$ cat config.mk
export PLATFORM = sky130hd
export DESIGN_NAME = baud_tick_gen
export DESIGN_NICKNAME = d
export VERILOG_FILES = /design/src/rtl/baud_pkg.sv /design/src/rtl/baud_prescaler.sv /design/src/rtl/baud_reload_div.sv /design/src/rtl/baud_frac_mod.sv /design/src/rtl/baud_bit_phase.sv /design/src/rtl/baud_tick_gen.sv
export SDC_FILE = /design/constraint.sdc
export NUM_CORES = 1
export LEC_CHECK = 0
export BUFFER_PORTS_ARGS = -buffer_cell sky130_fd_sc_hd__buf_2
export CORE_MARGIN = 4
export CORE_UTILIZATION = 45
export DETAILED_ROUTE_END_ITERATION = 16
export GPL_ROUTABILITY_DRIVEN = 0
export GPL_TIMING_DRIVEN = 1
export PLACE_DENSITY = 0.74
export SYNTH_ARGS = -nofsm -noshare
export SYNTH_HDL_FRONTEND = slang
export SYNTH_SLANG_ARGS = --single-unit
$ cat constraint.sdc
create_clock -name clk -period 3.5 [get_ports clk]
set_input_delay 0.175 -clock clk [delete_from_list [all_inputs] [get_ports clk]]
set_output_delay 0.175 -clock clk [all_outputs]
set_load 0.1 [all_outputs]
$ cat src/rtl/baud_pkg.sv
package baud_pkg;
  localparam int PRE_W   = 6;
  localparam int PHASE_W = 5;

  // clock division ratio chosen by the prescaler select
  function automatic logic [PRE_W:0] presc_div(input logic [1:0] sel);
    return (PRE_W+1)'(1) << {sel, 1'b0};
  endfunction

  // base ticks in one bit period
  function automatic logic [PHASE_W-1:0] bit_len(input logic half_os, input logic six_mode);
    if (six_mode) return PHASE_W'(6);
    else if (half_os) return PHASE_W'(8);
    else return PHASE_W'(16);
  endfunction

  function automatic logic [PHASE_W-1:0] mid_index(input logic [PHASE_W-1:0] n);
    return (n >> 1) - PHASE_W'(1);
  endfunction
endpackage

$ cat src/rtl/baud_prescaler.sv
module baud_prescaler
  import baud_pkg::*;
(
  input  logic       clk,
  input  logic       rst_n,
  input  logic       run,
  input  logic [1:0] sel,
  output logic       pre_tick
);
  logic [PRE_W-1:0] cnt_q;
  logic [PRE_W:0]   div_full;
  logic [PRE_W-1:0] div_m1;

  assign div_full = presc_div(sel);
  assign div_m1   = div_full[PRE_W-1:0] - PRE_W'(1);
  assign pre_tick = run && (cnt_q == div_m1);

  always_ff @(posedge clk or negedge rst_n) begin
    if (!rst_n)          cnt_q <= '0;
    else if (!run)       cnt_q <= '0;
    else if (pre_tick)   cnt_q <= '0;
    else                 cnt_q <= cnt_q + PRE_W'(1);
  end
endmodule

$ cat src/rtl/baud_reload_div.sv
module baud_reload_div #(
  parameter int RELOAD_W = 8
) (
  input  logic                clk,
  input  logic                rst_n,
  input  logic                run,
  input  logic                pre_tick,
  input  logic [RELOAD_W-1:0] reload,
  input  logic                fast,
  output logic                wrap,
  output logic                cand
);
  logic [RELOAD_W-1:0] cnt_q;
  logic                half_q;

  assign wrap = pre_tick && (cnt_q == '0);
  assign cand = wrap && (fast || half_q);

  always_ff @(posedge clk or negedge rst_n) begin
    if (!rst_n) begin
      cnt_q  <= '0;
      half_q <= 1'b0;
    end else if (!run) begin
      cnt_q  <= reload;
      half_q <= 1'b0;
    end else if (pre_tick) begin
      cnt_q  <= wrap ? reload : cnt_q - RELOAD_W'(1);
      if (wrap) half_q <= ~half_q;
    end
  end
endmodule

$ cat src/rtl/baud_frac_mod.sv
module baud_frac_mod #(
  parameter int DUTY_W = 8
) (
  input  logic              clk,
  input  logic              rst_n,
  input  logic              run,
  input  logic              cand,
  input  logic              frac_en,
  input  logic [DUTY_W-1:0] duty,
  output logic              keep
);
  logic [DUTY_W-1:0] acc_q;
  logic [DUTY_W:0]   sum;

  assign sum  = {1'b0, acc_q} + {1'b0, duty};
  assign keep = cand && (!frac_en || sum[DUTY_W]);

  always_ff @(posedge clk or negedge rst_n) begin
    if (!rst_n)                  acc_q <= '0;
    else if (!run)               acc_q <= '0;
    else if (cand && frac_en)    acc_q <= sum[DUTY_W-1:0];
  end
endmodule

$ cat src/rtl/baud_bit_phase.sv
module baud_bit_phase
  import baud_pkg::*;
(
  input  logic clk,
  input  logic rst_n,
  input  logic run,
  input  logic tick,
  input  logic half_os,
  input  logic six_mode,
  output logic mid,
  output logic last
);
  logic [PHASE_W-1:0] cnt_q;
  logic [PHASE_W-1:0] n_len;
  logic               at_end;

  assign n_len  = bit_len(half_os, six_mode);
  assign at_end = (cnt_q == n_len - PHASE_W'(1));
  assign mid    = tick && (cnt_q == mid_index(n_len));
  assign last   = tick && at_end;

  always_ff @(posedge clk or negedge rst_n) begin
    if (!rst_n)      cnt_q <= '0;
    else if (!run)   cnt_q <= '0;
    else if (tick)   cnt_q <= at_end ? '0 : cnt_q + PHASE_W'(1);
  end
endmodule

$ cat src/rtl/baud_tick_gen.sv
module baud_tick_gen #(
  parameter int RELOAD_W = 8,
  parameter int DUTY_W   = 8
) (
  input  logic                clk,
  input  logic                rst_n,
  input  logic                run,
  input  logic [1:0]          presc_sel,
  input  logic [RELOAD_W-1:0] reload,
  input  logic                dbl_rate,
  input  logic                half_os,
  input  logic                six_mode,
  input  logic                frac_en,
  input  logic [DUTY_W-1:0]   frac_duty,
  output logic                base_tick,
  output logic                mid_strobe,
  output logic                edge_strobe
);
  logic pre_tick;
  logic div_wrap;
  logic cand_evt;
  logic fast;

  assign fast = dbl_rate || six_mode;

  baud_prescaler u_pre (
    .clk(clk), .rst_n(rst_n), .run(run), .sel(presc_sel), .pre_tick(pre_tick)
  );

  baud_reload_div #(.RELOAD_W(RELOAD_W)) u_div (
    .clk(clk), .rst_n(rst_n), .run(run), .pre_tick(pre_tick), .reload(reload),
    .fast(fast), .wrap(div_wrap), .cand(cand_evt)
  );

  baud_frac_mod #(.DUTY_W(DUTY_W)) u_mod (
    .clk(clk), .rst_n(rst_n), .run(run), .cand(cand_evt), .frac_en(frac_en),
    .duty(frac_duty), .keep(base_tick)
  );

  baud_bit_phase u_phase (
    .clk(clk), .rst_n(rst_n), .run(run), .tick(base_tick), .half_os(half_os),
    .six_mode(six_mode), .mid(mid_strobe), .last(edge_strobe)
  );
endmodule

==> flow_summary.toml <==
[pwr]
ir_drop_v = 0.000206
p_sw_frac = 0.342
power_per_cell_area_nw_per_um2 = 379
leakage_uw = 0.00103
combPwrFrac = 0.250
seq_power_share = 0.507
internal_power_uw = 568
clockPowerShare = 0.243
power.net_switching_uw = 295

[logic_synthesis]
syn_avg_cell_area_sq_um = 9.38
synthCells = 218
synth_area_sq_um = 2050
synth_edf_count = 0
synth-seq-cells = 28
seq_area_frac_synth = 0.343
synthTopCellsByCount = "28 x dfrtp_1, 21 x nor2_1, 14 x a21oi_1, 12 x ha_1, 12 x mux2i_1"
netlist.area_leader.share = 0.343
yosysTopAreaCell = "dfrtp_1"
synthDistinctLibCells = 52
syn_nets = 256
synthTopCellsByArea = "dfrtp_1 34%, ha_1 7.3%, mux2i_1 5.9%, o2bb2ai_1 4.7%, nor2_1 3.9%"
yosysMostFrequentCell = "dfrtp_1"
async_flop_share = 1.00
yosysWarnings = 0
synthFlopType = "dfrtp_1"

[floorplan]
dieWidth_um = 75.4
num_rows = 24
die_h_um = 75.4
io_pins = 28
core_sq_um = 4380
die_area_sq_um = 5690
start_util = 0.467

[sta]
finalSetupViolations = 0
fin_setup_tns_ns = 0
worst_pin_slew_ns = 0.859
hold_ws_ns = 0.101
timing.fmax_mhz = 347
fin_skew_ns = 0.00450
finalMaxSlewViolations = 0
hold_viol_final = 0
layout_min_cycle_time_ns = 2.88
grt_setup_unrepaired = "false"
relSlewSlack = 0.428
timing.final.crit_share = 0.824

[clock_network]
cts_resized = 0
ctsHtreeMaxLevel = 1
clk_pin_slew_ns = 0.10
cts_tree = "done"
clock_sinks = 28
worstSkewPairLatency_ns = 0.28
root_buffer = "clkbuf_8"
cts-buffers-inserted = 3
clockBufferDepth = 2

[setup_path]
crit_top_cell = "and3_1"
slowest_stage = "and3_1"
worstSetupStartpointType = "flip-flop"
critPathMaxFanout = 10
cp.depth = 8
critPathBufInv = 1
crit_family = "simple AND/OR/NAND/NOR gates"
path_class = "flip-flop to output port"
required_ns = 3.32
cpPeakStageDelay_ns = 0.45
timing.rr.start = "u_div.cnt_q[0]"
crit_arrival_ns = 2.71
rr_worst_depth = 7
startpoint = "u_mod.acc_q[0]"
cp_cell_sequence = "ha_1 > fa_1 > a21o_1 > a32oi_1 > and3_1 > nor2_2 > and3_1 > buf_2"
end_kind = "output port"

[routing]
dr_wl_met2_um = 2020
vias = 1704
wl_per_cell_um = 14.6
drt_first_pass_iters = 4
top_layer = "met4"
wl_met1_um = 2070
detail-route-antenna-nets = 0
drtIter0Drc = 75
drcViolationCount = 0
viasPerCell = 5.80
wirelength_um = 4300
dr_wl_met3_um = 167

[run]
maxCapViolations = 0

[finish]
area_growth_pct = 11.3
drive_gt1_frac = 0.186
diodes = 0
layout.nets = 281
utilization = 0.519

[hold_path]
worstHoldPathType = "primary input to flip-flop"
hold_start = "reload[0]"
hold_depth = 3

[global_routing]
grt_pass1_vias = 1689
grt_max_degree = 29
grt.total_usage = 0.170
grt_first_pass_wirelength_um = 7580
grt-ovfl-total = 0
antenna_found_initial = 0

[place]
hpwlAfterDp_um = 3100
port_buffers = 27

[run_status]
status = "complete, no violations"
[cell families (layout without fill, tap and decap cells)]
family | Yosys count | in the layout | share of synthesized area
AOI/OAI and AO/OA | 61 | 61 | 0.217
muxes | 12 | 12 | 0.0587
DFF | 28 | 28 | 0.343
xor gates and xnor gates | 11 | 11 | 0.0471
buffers and inverters | 17 | 41 | 0.0416
adders and majority gates | 13 | 13 | 0.0832
and+or+nand+nor | 76 | 76 | 0.210
[worst register-to-register path, delay by kind of cell, from the launching register on]
kind,cells,cell delay [ns]
adders and majority gates,1,0.15
buffers and inverters,1,0.11
DFF,1,0.42
muxes,1,0.28
AOI/OAI and AO/OA,3,1.02
and+or+nand+nor,1,0.22
[cells in the final DEF, fill, tap and decap left out, drive strengths merged, types with 2 or more instances in the layout]
| cell | instances |
|---|---|
| buf | 28 |
| or4 | 2 |
| clkbuf | 4 |
| o31ai | 5 |
| xnor2 | 6 |
| ha | 12 |
| nand2b | 4 |
| a21oi | 14 |
| and3 | 6 |
| and2 | 4 |
| nand2 | 6 |
| xor2 | 5 |
| a22oi | 2 |
| nand3 | 7 |
| a21o | 6 |
| nor4 | 3 |
| a32oi | 2 |
| mux2i | 12 |
| inv | 8 |
| nor3 | 11 |
| o21ai | 8 |
| o21a | 2 |
| a211oi | 2 |
| nor2 | 21 |
| or4b | 2 |
| dfrtp | 28 |
| o2bb2ai | 11 |
| nand4 | 4 |
[path summary, 6_finish.rpt]
kind	end	slack (ns)
max	mid_strobe	0.62
min	u_div.cnt_q[0]	0.10
max reg2reg	u_div.cnt_q[2]	1.18
min reg2reg	u_pre.cnt_q[0]	0.50
max in group asynchronous	u_phase.cnt_q[4]	2.62
min in group asynchronous	u_div.cnt_q[3]	0.45
[power groups by stage]
stage / logic, uW / clock network, uW / registers, uW
finish: 216 / 210 / 438
CTS: 217 / 219 / 437
global route: 241 / 231 / 446
detailed placement: 215 / 0 / 444
floorplan: 190 / 0 / 416
global placement: 210 / 0 / 442
[cell type report]
class	instances	area, sq um
Clock buffer	4	55.1
Fill cell	415	2110
Inverter	8	30.0
Multi-Input combinational cell	173	1270
Sequential cell	28	701
Tap cell	52	65.1
Timing Repair Buffer	29	153
[metal layers]
layer	GRT usage	up-vias
met3	0.0290	4
met4	0.0563	0
li1	-	871
met5	0	-
met1	0.223	806
met2	0.286	23
[flip-flops by register name, summed over array words and instances, names as in the netlist]
register,flops
u_mod.acc_q,8
u_pre.cnt_q,6
u_phase.cnt_q,5
u_div.half_q,1
u_div.cnt_q,8
[stage by stage]
step,total power [uW],worst slack [ns],cells,instance area [sq um]
after CTS,873,0.598,294,2280
after detailed placement,659,0.922,289,2210
after floorplan,607,0.258,218,2050
after global placement,652,0.958,289,2210
final,863,0.616,294,2280
after global routing,917,0.438,294,2280
[timing repair]
action                    4_1_cts  5_1_grt
hold endpoints to repair       28        0
hold buffers                    1        0
setup buffers                   0        0
(Power assumes the default switching activity.)
